--- config.mk ---
export PLATFORM = sky130hd
export DESIGN_NAME = serial_rx
export DESIGN_NICKNAME = d
export VERILOG_FILES = /design/src/rtl/rx_pkg.sv /design/src/rtl/rx_sync.sv /design/src/rtl/rx_frame.sv /design/src/rtl/rx_parity.sv /design/src/rtl/rx_holdreg.sv /design/src/rtl/serial_rx.sv
export SDC_FILE = /design/constraint.sdc
export NUM_CORES = 1
export LEC_CHECK = 0
export BUFFER_PORTS_ARGS = -buffer_cell sky130_fd_sc_hd__clkbuf_2
export CORE_MARGIN = 2
export CORE_UTILIZATION = 40
export CTS_BUF_LIST = sky130_fd_sc_hd__clkbuf_4 sky130_fd_sc_hd__clkbuf_8 sky130_fd_sc_hd__clkbuf_16
export CTS_CLUSTER_DIAMETER = 60
export DETAILED_ROUTE_END_ITERATION = 6
export GPL_TIMING_DRIVEN = 0
export PLACE_DENSITY_LB_ADDON = 0.15
export REMOVE_ABC_BUFFERS = 1
export SLEW_MARGIN = 20
export SYNTH_ARGS = -nofsm -noshare
export SYNTH_HDL_FRONTEND = slang
export SYNTH_SLANG_ARGS = --single-unit
export TNS_END_PERCENT = 30
--- constraint.sdc ---
create_clock -name clk -period 1.96 [get_ports clk]
set_clock_uncertainty 0.05 [all_clocks]
set_input_delay 0.196 -clock clk [delete_from_list [all_inputs] [get_ports clk]]
set_output_delay 0.196 -clock clk [all_outputs]
set_load 0.005 [all_outputs]
--- src/rtl/rx_pkg.sv ---
package rx_pkg;
  typedef enum logic [2:0] {
    ST_IDLE,
    ST_START,
    ST_DATA,
    ST_PAR,
    ST_STOP,
    ST_HOLD
  } rx_state_t;

  localparam logic [1:0] PM_NONE  = 2'b00;
  localparam logic [1:0] PM_ODD   = 2'b01;
  localparam logic [1:0] PM_EVEN  = 2'b10;
  localparam logic [1:0] PM_FIXED = 2'b11;
endpackage

--- src/rtl/rx_sync.sv ---
module rx_sync #(
  parameter int STAGES = 2
) (
  input  logic clk,
  input  logic rst_n,
  input  logic din,
  output logic dout
);
  generate
    if (STAGES == 1) begin : g_one
      logic q;
      always_ff @(posedge clk or negedge rst_n)
        if (!rst_n) q <= 1'b1;
        else        q <= din;
      assign dout = q;
    end else begin : g_chain
      logic [STAGES-1:0] q;
      always_ff @(posedge clk or negedge rst_n)
        if (!rst_n) q <= '1;
        else        q <= {q[STAGES-2:0], din};
      assign dout = q[STAGES-1];
    end
  endgenerate
endmodule

--- src/rtl/rx_frame.sv ---
module rx_frame
  import rx_pkg::*;
#(
  parameter int DATA_W  = 8,
  parameter int OS_RATE = 16
) (
  input  logic              clk,
  input  logic              rst_n,
  input  logic              tick,
  input  logic              rxs,
  input  logic              par_en,
  output logic              done,
  output logic [DATA_W-1:0] data,
  output logic              pbit,
  output logic              stop_bit,
  output logic              all_zero
);
  localparam int CW   = $clog2(OS_RATE);
  localparam int BW   = (DATA_W > 1) ? $clog2(DATA_W) : 1;
  localparam int MID  = OS_RATE / 2 - 1;
  localparam int LAST = OS_RATE - 1;

  rx_state_t       st;
  logic [CW-1:0]   cnt;
  logic [BW-1:0]   idx;
  logic            zacc;

  always_ff @(posedge clk or negedge rst_n) begin
    if (!rst_n) begin
      st       <= ST_IDLE;
      cnt      <= '0;
      idx      <= '0;
      zacc     <= 1'b0;
      done     <= 1'b0;
      data     <= '0;
      pbit     <= 1'b0;
      stop_bit <= 1'b1;
      all_zero <= 1'b0;
    end else begin
      done <= 1'b0;
      if (tick) begin
        case (st)
          ST_IDLE: if (!rxs) begin
            st  <= ST_START;
            cnt <= '0;
          end
          ST_START: begin
            if (cnt == CW'(MID)) begin
              cnt <= '0;
              if (rxs) st <= ST_IDLE;
              else begin
                st   <= ST_DATA;
                idx  <= '0;
                zacc <= 1'b1;
                pbit <= 1'b0;
              end
            end else cnt <= cnt + 1'b1;
          end
          ST_DATA: begin
            if (cnt == CW'(LAST)) begin
              cnt  <= '0;
              data <= {rxs, data[DATA_W-1:1]};
              zacc <= zacc & ~rxs;
              if (idx == BW'(DATA_W - 1)) st <= par_en ? ST_PAR : ST_STOP;
              else idx <= idx + 1'b1;
            end else cnt <= cnt + 1'b1;
          end
          ST_PAR: begin
            if (cnt == CW'(LAST)) begin
              cnt  <= '0;
              pbit <= rxs;
              zacc <= zacc & ~rxs;
              st   <= ST_STOP;
            end else cnt <= cnt + 1'b1;
          end
          ST_STOP: begin
            if (cnt == CW'(LAST)) begin
              cnt      <= '0;
              done     <= 1'b1;
              stop_bit <= rxs;
              all_zero <= zacc & ~rxs;
              st       <= (zacc & ~rxs) ? ST_HOLD : ST_IDLE;
            end else cnt <= cnt + 1'b1;
          end
          ST_HOLD: if (rxs) st <= ST_IDLE;
          default: st <= ST_IDLE;
        endcase
      end
    end
  end
endmodule

--- src/rtl/rx_parity.sv ---
module rx_parity
  import rx_pkg::*;
#(
  parameter int DATA_W = 8
) (
  input  logic [1:0]        mode,
  input  logic              fixed_val,
  input  logic [DATA_W-1:0] data,
  input  logic              pbit,
  output logic              err
);
  logic odd_ones;
  assign odd_ones = ^{data, pbit};

  always_comb begin
    case (mode)
      PM_ODD:   err = ~odd_ones;
      PM_EVEN:  err = odd_ones;
      PM_FIXED: err = (pbit != fixed_val);
      default:  err = 1'b0;
    endcase
  end
endmodule

--- src/rtl/rx_holdreg.sv ---
module rx_holdreg #(
  parameter int DATA_W = 8
) (
  input  logic              clk,
  input  logic              rst_n,
  input  logic              done,
  input  logic [DATA_W-1:0] data_in,
  input  logic              perr,
  input  logic              stop_bit,
  input  logic              zero_frame,
  input  logic              ready,
  output logic [DATA_W-1:0] data_q,
  output logic              valid,
  output logic              irq,
  output logic              ovr,
  output logic              par,
  output logic              frm,
  output logic              brk,
  output logic              err
);
  logic rd;
  assign rd  = valid & ready;
  assign err = ovr | par | frm;

  always_ff @(posedge clk or negedge rst_n) begin
    if (!rst_n) begin
      data_q <= '0;
      valid  <= 1'b0;
      irq    <= 1'b0;
      ovr    <= 1'b0;
      par    <= 1'b0;
      frm    <= 1'b0;
      brk    <= 1'b0;
    end else begin
      irq <= done;
      if (done) begin
        data_q <= data_in;
        valid  <= 1'b1;
        par    <= perr;
        frm    <= ~stop_bit;
        brk    <= zero_frame;
        if (rd)         ovr <= 1'b0;
        else if (valid) ovr <= 1'b1;
      end else if (rd) begin
        valid <= 1'b0;
        ovr   <= 1'b0;
      end
    end
  end
endmodule

--- src/rtl/serial_rx.sv ---
module serial_rx
  import rx_pkg::*;
#(
  parameter int DATA_W      = 8,
  parameter int OS_RATE     = 16,
  parameter int SYNC_STAGES = 2
) (
  input  logic              clk,
  input  logic              rst_n,
  input  logic              os_tick,
  input  logic              rxd,
  input  logic [1:0]        par_mode,
  input  logic              par_fixed_val,
  output logic [DATA_W-1:0] rx_data,
  output logic              rx_valid,
  input  logic              rx_ready,
  output logic              rx_irq,
  output logic              ovr_flag,
  output logic              par_flag,
  output logic              frm_flag,
  output logic              brk_flag,
  output logic              err_flag
);
  logic              rxs;
  logic              frame_done;
  logic [DATA_W-1:0] frame_data;
  logic              frame_pbit;
  logic              frame_stop;
  logic              frame_zero;
  logic              frame_perr;

  rx_sync #(.STAGES(SYNC_STAGES)) u_sync (
    .clk(clk), .rst_n(rst_n), .din(rxd), .dout(rxs)
  );

  rx_frame #(.DATA_W(DATA_W), .OS_RATE(OS_RATE)) u_frame (
    .clk(clk), .rst_n(rst_n), .tick(os_tick), .rxs(rxs),
    .par_en(par_mode != PM_NONE),
    .done(frame_done), .data(frame_data), .pbit(frame_pbit),
    .stop_bit(frame_stop), .all_zero(frame_zero)
  );

  rx_parity #(.DATA_W(DATA_W)) u_par (
    .mode(par_mode), .fixed_val(par_fixed_val), .data(frame_data),
    .pbit(frame_pbit), .err(frame_perr)
  );

  rx_holdreg #(.DATA_W(DATA_W)) u_hold (
    .clk(clk), .rst_n(rst_n), .done(frame_done), .data_in(frame_data),
    .perr(frame_perr), .stop_bit(frame_stop), .zero_frame(frame_zero),
    .ready(rx_ready), .data_q(rx_data), .valid(rx_valid), .irq(rx_irq),
    .ovr(ovr_flag), .par(par_flag), .frm(frm_flag), .brk(brk_flag),
    .err(err_flag)
  );
endmodule

==> impl_results.md <==
- CTS tree: yes
- Violated checks: hold timing
- Setup ws final: 0.0621 ns
- Routability cong.: slightly below 0.8
- Ranking of synthesized cells by area: dfrtp_1, mux2_2, dfstp_2, o21ai_0, nand2_1
- Syn. warnings: 0
- Slew Limit Headroom: about 37%
- Peak supply drop: slightly above 0.0005 V
- P_leak: approximately 1.1 nW
- Met3 wire len: about 120 um
- CTS max path bufs: 2
- Clk_lat worst skew: roughly 0.29 ns
- Clk pin slew, worst setup/hold paths: around 0.08 ns
- RSZ-0062 raised after global routing: true
- Initial antenna violation count: 0
- Critical Path End Type: register
- Top Ports: 23
- Measured slew at the worst slew-check pin: between 0.9 and 1 ns
- Initial drt markers: 60
- Yosys top cell by area: dfrtp_1
- Wire length on met2: ~1.8 mm
- Total Routing Usage GR: between 10% and 20%
- FF+latch count, synth: 39
- Required time worst endpoint: around 2.1 ns
- M1 WL: between 1.5 and 2 mm
- Seq/Total Area, Yosys: a little over 50%
- Post-Place Worst Slack: -0.0362 ns
- Gr ovfl total: 0
- Area grow syn2layout: 18.8%
- Total chip power: roughly 0.0021 W
- Critical path's top delay family: simple AND/OR/NAND/NOR gates
- Drt pass-1 iters: 4
- Uppermost layer routed: met4
- Dpl hpwl: ~2.5 mm
- Cells after Synth: approximately 170
- Total CTS buffers: 5
- F_max: 527 MHz
- Initial core utilization: just over 40%
- Die Span Y: ~73 um
- Post-route clock period utilization: between 90% and 100%
- Slowest Stage Delay on Critical Path: about 0.45 ns
- Pins Over Slew Limit: 0
- CP max FO: 5
- Dominant synthesized flop cell: dfrtp_1
- CTS sink count: 39
- Largest net degree at the start of global routing: 40
- Layout cell share with drive strength beyond 1: 34.2%
- Wirelength, routed: roughly 3.7 mm
- Placed instance area: a little over 2000 um2
- Commonest non-fill, non-tap cell in the layout: dfrtp_1
- Finished Layout Cells: between 200 and 300
- Top cell type's share of synthesized area: between 40% and 50%
- Wire length per cell: 14.4 um
- Arr. time, crit path: a little over 2 ns
- Port-buffer cells: 22
- Placed cell count: around 240
- Status: finished, violations left
- Synth cell types: 42
- Core Box Area: about 4600 um2
- Synthesized area: roughly 1900 um2
- WP buf/inv: 0
- First-pass GRT wire length: ~6 mm
- Final ANT Viol Nets: 0
- Core Rows: 25
- Clock Root Buffer: clkbuf_8
- Full die area: 5300 um2
- Final instance area: ~2200 um2
- CP Cell Sequence: ha_4 > ha_4 > and2_4 > o311ai_2 > or3b_4 > a221o_1 > o21ai_2
- Cell Pwr Density: approximately 940 nW/um2
- Hold Path Class: primary input to asynchronous set/reset pin
- Vias per cell: ~5.4
- NumNets Final: 209
- Number of fill cells: roughly 430
- N_diodes: 0
- Final hold slack: -0.0178 ns
- Critical-path top delay cell: or3b_4
- Vias in the first global route: about 1200
- Hold Fails Final Rpt: 17
- Vias post-DR: 1376
- Startpoint Class: register
- Async SR Flop Fraction: 100%
- Die X: about 73 um
- DRC violations left: 0
- Min Tclk post-route: 1.90 ns
- Most frequent cells in the layout: dfrtp_1, clkbuf_2, mux2_2, nand2_1, o21ai_0
- CP dominant cell by count: ha_4
- Syn_area_per_cell: between 10 and 15 um2
- Final setup viols: 0
- Fin util: between 40% and 50%
- Post-synth EDFFs: 0
- Setup CP Type: register to register
- H-tree depth: 2
- Max cap viols: 0
-- repair_timing --
item,CTS,global route
setup buffers,0,2
hold buffers,1,0
endpoints found under the setup margin,1,14
hold endpoints to repair,1,0
resized for setup,2,11
pin swaps,0,5
-- synthesized netlist by cell type, types with 2 or more instances --
master     n
dfstp_2    3
and3_1     2
inv_1      7
clkbuf_1   5
nor3b_1    2
buf_2      2
a31oi_1    3
nor3_1     2
dfrtp_1   36
nand4_1    2
o21ai_0   14
xnor2_1    4
nor2_1    11
o22ai_1    2
mux2_2    19
nand2_1   15
nand3_1    4
o31ai_1    3
a21oi_1    9
xor2_1     5
ha_1       3
-- kinds of logic after synthesis --
kind of cell	share of synthesized area [%]
XOR/XNOR	5.36
adder cells (fa/ha/maj)	1.98
buffers and inverters	3.11
AO/OA/AOI/OAI	13.4
multiplexers	11.8
flip-flops	51.8
AND/OR/NAND/NOR	12.6
-- worst paths after layout --
kind	from	end	slack, ns	depth (start not counted)
worst max register to register	u_frame.idx[1]	u_frame.st[0]	0.06	7
max in group asynchronous	rst_n	u_frame.st[1]	1.23	1
worst min register to register	u_sync.g_chain.q[0]	u_sync.g_chain.q[1]	0.31	0
worst min-delay path	rst_n	u_hold.data_q[0]	-0.02	1
min in group clk	rx_ready	u_hold.ovr	0.04	2
worst max-delay path	u_frame.idx[1]	u_frame.st[0]	0.06	7
-- flip-flops by register name (all words and copies together) (netlist names), 2 cells and up --
name and flops:
u_frame.cnt 4, u_frame.idx 3, u_frame.st 3, u_hold.data_q 8, u_sync.g_chain.q 2, u_frame.data 8
-- power by group --
part	internal [W]	switching (W)	total (W)
Combinational	0.000182	0.000158	0.000340
Clock	0.000523	0.000276	0.000799
Sequential	0.000877	0.0000892	0.000967
-- per-stage QoR --
step / hold WS [ns] / TNS [ns]
after global placement: 0.234 / -0.0362
after detailed placement: 0.235 / -0.0362
final: -0.0178 / 0
after global routing: 0.0356 / -0.0309
after CTS: 0.0255 / 0
after floorplan: -0.150 / 0
-- final cells by class --
type	instances	area (um2)	area share [%]
Sequential cell	39	983	43.7
Multi-Input combinational cell	120	900	40.0
Timing Repair Buffer	25	135	6.01
Clock buffer	6	76.3	3.39
Tap cell	54	67.6	3.01
Clock inverter	2	60.1	2.67
Inverter	7	26.3	1.17
-- routing by layer --
metal / vias to the layer above / track usage [%]
li1: 668 / -
met1: 676 / 19.6
met2: 26 / 24.3
met3: 6 / 3.73
met4: 0 / 5.56
met5: - / 0
No activity file was read; power rests on OpenSTA's default activity.
